## config.mk

```make
export PLATFORM = sky130hd
export DESIGN_NAME = lock_supervisor
export DESIGN_NICKNAME = d
export VERILOG_FILES = /design/src/rtl/lfc_pkg.sv /design/src/rtl/lfc_freq_meter.sv /design/src/rtl/lfc_track_ctrl.sv /design/src/rtl/lfc_fault_gen.sv /design/src/rtl/lock_supervisor.sv
export SDC_FILE = /design/constraint.sdc
export NUM_CORES = 1
export LEC_CHECK = 0
export BUFFER_PORTS_ARGS = -buffer_cell sky130_fd_sc_hd__buf_4
export CORE_MARGIN = 2
export CORE_UTILIZATION = 42
export DETAILED_ROUTE_END_ITERATION = 7
export HOLD_SLACK_MARGIN = 0.1
export SLEW_MARGIN = 20
export SYNTH_ARGS = -nofsm -noshare
export SYNTH_HDL_FRONTEND = slang
export SYNTH_HIERARCHICAL = 1
export SYNTH_SLANG_ARGS = --single-unit
```

## constraint.sdc

```tcl
create_clock -name clk -period 6 [get_ports clk]
set_clock_uncertainty 0.05 [all_clocks]
set_input_delay 0.3 -clock clk [delete_from_list [all_inputs] [get_ports clk]]
set_output_delay 0.3 -clock clk [all_outputs]
set_load 0.005 [all_outputs]
```

## src/rtl/lfc_pkg.sv

```systemverilog
package lfc_pkg;
  // Verdict strobes from the frequency meter to the tracking control.
  typedef struct packed {
    logic winDone;   // one-cycle strobe: a window verdict is valid
    logic inRange;   // verdict: recovered rate within tolerance
  } meas_t;
endpackage

```

## src/rtl/lfc_freq_meter.sv

```systemverilog
module lfc_freq_meter
  import lfc_pkg::*;
#(
  parameter int WIN_LOG2 = 16,
  parameter int TOL      = 7,
  parameter int CNT_W    = WIN_LOG2 + 2
) (
  input  logic             clk,
  input  logic             rstN,
  input  logic [CNT_W-1:0] rcvCount,
  output meas_t            meas
);
  localparam int WIN = 1 << WIN_LOG2;
  localparam logic [CNT_W-1:0] LO_BOUND = CNT_W'(WIN - TOL);
  localparam logic [CNT_W-1:0] HI_BOUND = CNT_W'(WIN + TOL);

  logic [WIN_LOG2-1:0] phase;
  logic                primed;
  logic [CNT_W-1:0]    snap;
  logic [CNT_W-1:0]    delta;
  logic                winEnd;
  logic                inRangeNow;
  meas_t               measQ;

  assign winEnd     = (phase == '1);
  assign delta      = rcvCount - snap;            // modular difference
  assign inRangeNow = (delta >= LO_BOUND) && (delta <= HI_BOUND);

  always_ff @(posedge clk or negedge rstN) begin
    if (!rstN) begin
      phase  <= '0;
      primed <= 1'b0;
      snap   <= '0;
      measQ  <= '0;
    end else begin
      phase         <= phase + 1'b1;
      measQ.winDone <= winEnd && primed;
      measQ.inRange <= winEnd && primed && inRangeNow;
      if (winEnd) begin
        snap   <= rcvCount;
        primed <= 1'b1;
      end
    end
  end

  assign meas = measQ;

  // a verdict strobe lasts exactly one cycle
  p_single_strobe_r2: assert property (@(posedge clk) disable iff (!rstN)
    measQ.winDone |=> !measQ.winDone);
  // an in-range flag only travels with a verdict strobe
  p_range_gated_r3: assert property (@(posedge clk) disable iff (!rstN)
    measQ.inRange |-> measQ.winDone);
endmodule

```

## src/rtl/lfc_track_ctrl.sv

```systemverilog
module lfc_track_ctrl
  import lfc_pkg::*;
#(
  parameter int GOOD_WINDOWS = 2
) (
  input  logic  clk,
  input  logic  rstN,
  input  meas_t meas,
  output logic  trackData
);
  localparam int GW = $clog2(GOOD_WINDOWS + 1);

  logic          trackQ;
  logic [GW-1:0] goodQ;

  always_ff @(posedge clk or negedge rstN) begin
    if (!rstN) begin
      trackQ <= 1'b0;
      goodQ  <= '0;
    end else if (meas.winDone) begin
      if (!meas.inRange) begin
        trackQ <= 1'b0;
        goodQ  <= '0;
      end else if (!trackQ) begin
        if (goodQ == GW'(GOOD_WINDOWS - 1)) begin
          trackQ <= 1'b1;
          goodQ  <= '0;
        end else begin
          goodQ <= goodQ + GW'(1);
        end
      end
    end
  end

  assign trackData = trackQ;

  // a bad verdict sends the loop to the reference clock
  p_ref_on_bad_r4: assert property (@(posedge clk) disable iff (!rstN)
    (meas.winDone && !meas.inRange) |=> !trackQ);
  // a return to data only follows a good verdict
  p_rise_needs_good_r5: assert property (@(posedge clk) disable iff (!rstN)
    $rose(trackQ) |-> ($past(meas.winDone) && $past(meas.inRange)));
  // the select holds between verdicts
  p_hold_between_r9: assert property (@(posedge clk) disable iff (!rstN)
    !meas.winDone |=> $stable(trackQ));
endmodule

```

## src/rtl/lfc_fault_gen.sv

```systemverilog
module lfc_fault_gen #(
  parameter int SYNC_STAGES = 2
) (
  input  logic clk,
  input  logic rstN,
  input  logic sigDet,
  input  logic refLock,
  input  logic trackData,
  output logic lineFaultN
);
  logic                   asyncClr;
  logic [SYNC_STAGES-1:0] okPipe;
  logic                   faultQ;

  // Any low status input (or reset) clears the fault path without a clock.
  assign asyncClr = rstN & sigDet & refLock;

  generate
    if (SYNC_STAGES == 1) begin : g_sync_one
      always_ff @(posedge clk or negedge asyncClr) begin
        if (!asyncClr) okPipe <= '0;
        else           okPipe <= 1'b1;
      end
    end else begin : g_sync_chain
      always_ff @(posedge clk or negedge asyncClr) begin
        if (!asyncClr) okPipe <= '0;
        else           okPipe <= {okPipe[SYNC_STAGES-2:0], 1'b1};
      end
    end
  endgenerate

  always_ff @(posedge clk or negedge asyncClr) begin
    if (!asyncClr) faultQ <= 1'b0;
    else           faultQ <= trackData & okPipe[SYNC_STAGES-1];
  end

  assign lineFaultN = faultQ;

  // a low status input always shows as a fault
  p_fault_low_r6: assert property (@(posedge clk) disable iff (!rstN)
    (!sigDet || !refLock) |-> !lineFaultN);
  // no-fault indication requires data tracking on the previous cycle
  p_fault_follows_track_r7: assert property (@(posedge clk) disable iff (!rstN)
    lineFaultN |-> $past(trackData));
  // losing data tracking raises the fault on the next edge
  p_fault_on_drop_r8: assert property (@(posedge clk) disable iff (!rstN)
    $fell(trackData) |=> !lineFaultN);
endmodule

```

## src/rtl/lock_supervisor.sv

```systemverilog
module lock_supervisor
  import lfc_pkg::*;
#(
  parameter int WIN_LOG2     = 16,
  parameter int TOL          = 7,
  parameter int GOOD_WINDOWS = 2,
  parameter int SYNC_STAGES  = 2,
  localparam int CNT_W       = WIN_LOG2 + 2
) (
  input  logic             clk,
  input  logic             rstN,
  input  logic             sigDet,
  input  logic             refLock,
  input  logic [CNT_W-1:0] rcvCount,
  output logic             trackData,
  output logic             lineFaultN
);
  meas_t meas;

  lfc_freq_meter #(
    .WIN_LOG2 (WIN_LOG2),
    .TOL      (TOL),
    .CNT_W    (CNT_W)
  ) u_meter (
    .clk      (clk),
    .rstN     (rstN),
    .rcvCount (rcvCount),
    .meas     (meas)
  );

  lfc_track_ctrl #(
    .GOOD_WINDOWS (GOOD_WINDOWS)
  ) u_ctrl (
    .clk       (clk),
    .rstN      (rstN),
    .meas      (meas),
    .trackData (trackData)
  );

  lfc_fault_gen #(
    .SYNC_STAGES (SYNC_STAGES)
  ) u_fault (
    .clk        (clk),
    .rstN       (rstN),
    .sigDet     (sigDet),
    .refLock    (refLock),
    .trackData  (trackData),
    .lineFaultN (lineFaultN)
  );

  // reset holds both outputs low
  p_reset_outputs_r1: assert property (@(posedge clk)
    !rstN |-> (!trackData && !lineFaultN));
endmodule

```

==> results.json <==
{
  "irDropWorstVdd_mv": 0.108,
  "multi_input_area_um2": 1370,
  "setup_viol": 0,
  "fillers": 562,
  "grt_setup_unrepaired": "no",
  "clock_latency_ps": 290,
  "cts_buffers": 5,
  "yosys_warnings": 6,
  "tightest_slew_ps": 525,
  "synthesis.area_um2": 2570,
  "die_height_um": 82.2,
  "die_area_um2": 6760,
  "area_growth_pct": 15.6,
  "cp-end-kind": "register",
  "dp.cells": 364,
  "status": "finished, final reports clean",
  "met3_usage_pct": 3.26,
  "grt_pass1_vias": 1836,
  "grt_pass1_wl_um": 7940,
  "firstDrtPassIters": 4,
  "drive_gt1_share_pct": 16.3,
  "startpoint_type": "register",
  "num_rows": 28,
  "min_period_over_period_pct": 50.3,
  "syn-mean-instance-area_um2": 9.55,
  "clockBufferDepth": 2,
  "port_buffers": 23,
  "grt_overflow_total": 0,
  "antenna_found_initial": 0,
  "fin_cells": 375,
  "p_leak_nw": 1.48,
  "grtUsageTotal_pct": 15.1,
  "grt_most_used_layer": "met2",
  "final_area_um2": 2970,
  "place_hpwl_um": 3410,
  "crit_type": "reg2reg",
  "synthArstFlopShare_pct": 100,
  "drc": 0,
  "initialDrtViolationCount": 40,
  "powerDensity_nw_per_um2": 189,
  "vias_per_cell": 5.02,
  "fin_tns_setup_ps": 0,
  "endpoint": "u_meter/meas[0]$_DFF_PN0_",
  "rrSetupSlack_ps": 2980,
  "grt_max_degree": 42,
  "min_period_ps": 3020,
  "floorplan.io_pins": 24,
  "synthDistinctLibCells": 50,
  "use_met1_pct": 20.1,
  "clock-root-buffer": "clkbuf_8",
  "reg2reg_depth": 11,
  "min_path_cells": 3,
  "finalHoldViolCount": 0,
  "dpl_cell_area_um2": 2830,
  "cp_max_fo": 7,
  "min-delay-start": "rcvCount[16]",
  "crit_required_ps": 6180,
  "nets": 340,
  "use_met2_pct": 24.2,
  "rr_startpoint": "u_meter/snap[0]$_DFFE_PN0N_",
  "synthFlopType": "dfrtp_1",
  "synth-edff-count": 0,
  "avgRoutedWirePerCell_um": 12.1,
  "max_slew_margin_pct": 64.7,
  "start_util_pct": 43.4,
  "reg2reg_to": "u_meter/meas[0]$_DFF_PN0_",
  "maxCapViolations": 0,
  "cts_tree": "done",
  "vias": 1883,
  "ctsResizeCount": 0,
  "h-tree-depth": 2,
  "drv_slew": 0,
  "arrival_ps": 3200,
  "diodes": 0,
  "fmax_ghz": 0.331,
  "die_x_um": 82.2,
  "cts.clk_slew.worst_paths_ps": 80,
  "place.gp.congestion": 0.791,
  "drtAntennaViolNets": 0,
  "synth_nets": 310,
  "core_area_um2": 5920,
  "synth_cells": 269,
  "regArea_um2": 1080,
  "drt-total-wl_um": 4550,
  "ys_seq_area_share_pct": 41.9,
  "cts_sinks": 43,
  "hold_path.class": "in2reg",
  "cp-startpoint": "u_meter/snap[0]$_DFFE_PN0N_",
  "ys_ff_latch": 43
}
## worst min path at each step
| stage | endpoint |
|---|---|
| detailed placement | u_fault/okPipe[0]$_DFF_PN0_ |
| finish | u_meter/snap[16]$_DFFE_PN0N_ |
| CTS | u_meter/snap[16]$_DFFE_PN0N_ |
| global route | u_meter/snap[16]$_DFFE_PN0N_ |
| global placement | u_fault/okPipe[0]$_DFF_PN0_ |
| floorplan | u_ctrl/goodQ[0]$_DFFE_PN0P_ |
## worst max-delay path, cell delays in order, from the launching register on
cell      delay [ps]
dfrtp_1          390
ha_1             200
fa_1             400
inv_1             70
a21o_2           150
a41oi_4          180
o211a_1          250
o211ai_1         200
nand4_1          120
or4_4            490
nor4b_2          280
o211a_1          170
## synthesized netlist by cell type (2+ instances only)
cell type  number  area [um2]
inv_1          28         105
a21oi_1         9        45.0
a21oi_2         2        17.5
nand2_1        27         101
o21a_1          3        22.5
o211ai_1        4        30.0
clkbuf_1        4        15.0
and3_1          6        37.5
nor3_1          5        25.0
o21ai_0        22         110
or2_2           3        18.8
xnor2_1        16         140
mux2_2          2        22.5
dfrtp_1        43        1080
a211oi_1        2        15.0
and2_1          4        25.0
nand2b_1        4        25.0
nand3_1        11        55.1
nor2_1         12        45.0
o211a_1         2        20.0
or3_1           2        12.5
ha_1           18         225
nand4_1         5        31.3
xor2_1          9        78.8
## stage by stage
step / utilization (%) / setup slack [ps] / hold WS, ps / total power, mW
finish: 50.2 / 2980 / 170 / 0.562
global route: 50.2 / 2790 / 152 / 0.596
CTS: 50.2 / 2970 / 158 / 0.576
detailed placement: 47.8 / 2950 / 197 / 0.344
global placement: 47.8 / 3030 / 192 / 0.344
floorplan: - / 3210 / -45.6 / 0.320
## layout by cell type (no fill, tap or decap), types with 2 or more instances in the layout
cell,count
xor2_1,9
xnor2_1,16
o21a_1,3
nor2_1,12
nand4_1,5
nor3_1,5
buf_4,24
nand2b_1,4
o211ai_1,4
a211oi_1,2
nand3_1,11
o211a_1,2
clkbuf_8,5
ha_1,18
or2_2,3
mux2_2,2
or3_1,2
dfrtp_1,43
dlygate4sd3_1,3
o21ai_0,22
and2_1,4
a21oi_1,9
a21oi_2,2
inv_1,28
and3_1,6
nand2_1,27
## cell families (layout without fill, tap and decap cells)
logic type                 after synthesis  count (layout)  share of synthesized area [%]
AOI/OAI and AO/OA                       59              59                           16.2
xor gates and xnor gates                25              25                           8.52
adders and majority gates               19              19                           9.55
buffers and inverters                   32              63                           4.68
DFF                                     43              43                           41.9
muxes                                    2               2                          0.877
other                                    1               1                          0.146
and+or+nand+nor                         88              88                           18.2
## layer usage
layer	vias to the layer above	part of all wire [%]
met5	-	0
met4	0	1.4
met3	4	2.7
met2	21	45
met1	873	51
li1	985	-
## timing repair
action,in CTS,in global routing
hold buffers,3,0
endpoints found under the hold margin,43,0
buffers inserted,0,0
## final cells by class
class	count	share of cell area, %
multi-input cells	194	46.2
flip-flops and latches	43	36.2
repair buffers	27	7.08
inverters	28	3.54
well taps	75	3.16
clock buffers	5	2.32
clock inverters	3	1.47
## sequential cells by signal, summed over array words and instances (netlist names)
name and cells:
u_fault/lineFaultN 1, u_fault/okPipe 2, u_meter/primed 1, u_ctrl/trackData 1
u_meter/phase 16, u_meter/meas 2, u_ctrl/goodQ 2, u_meter/snap 18
## power by group
part	switching, mW	internal [mW]
clock network	0.0998	0.124
registers	0.000137	0.290
logic	0.0260	0.0223
total	0.126	0.436
No activity file was read; power rests on OpenSTA's default activity.
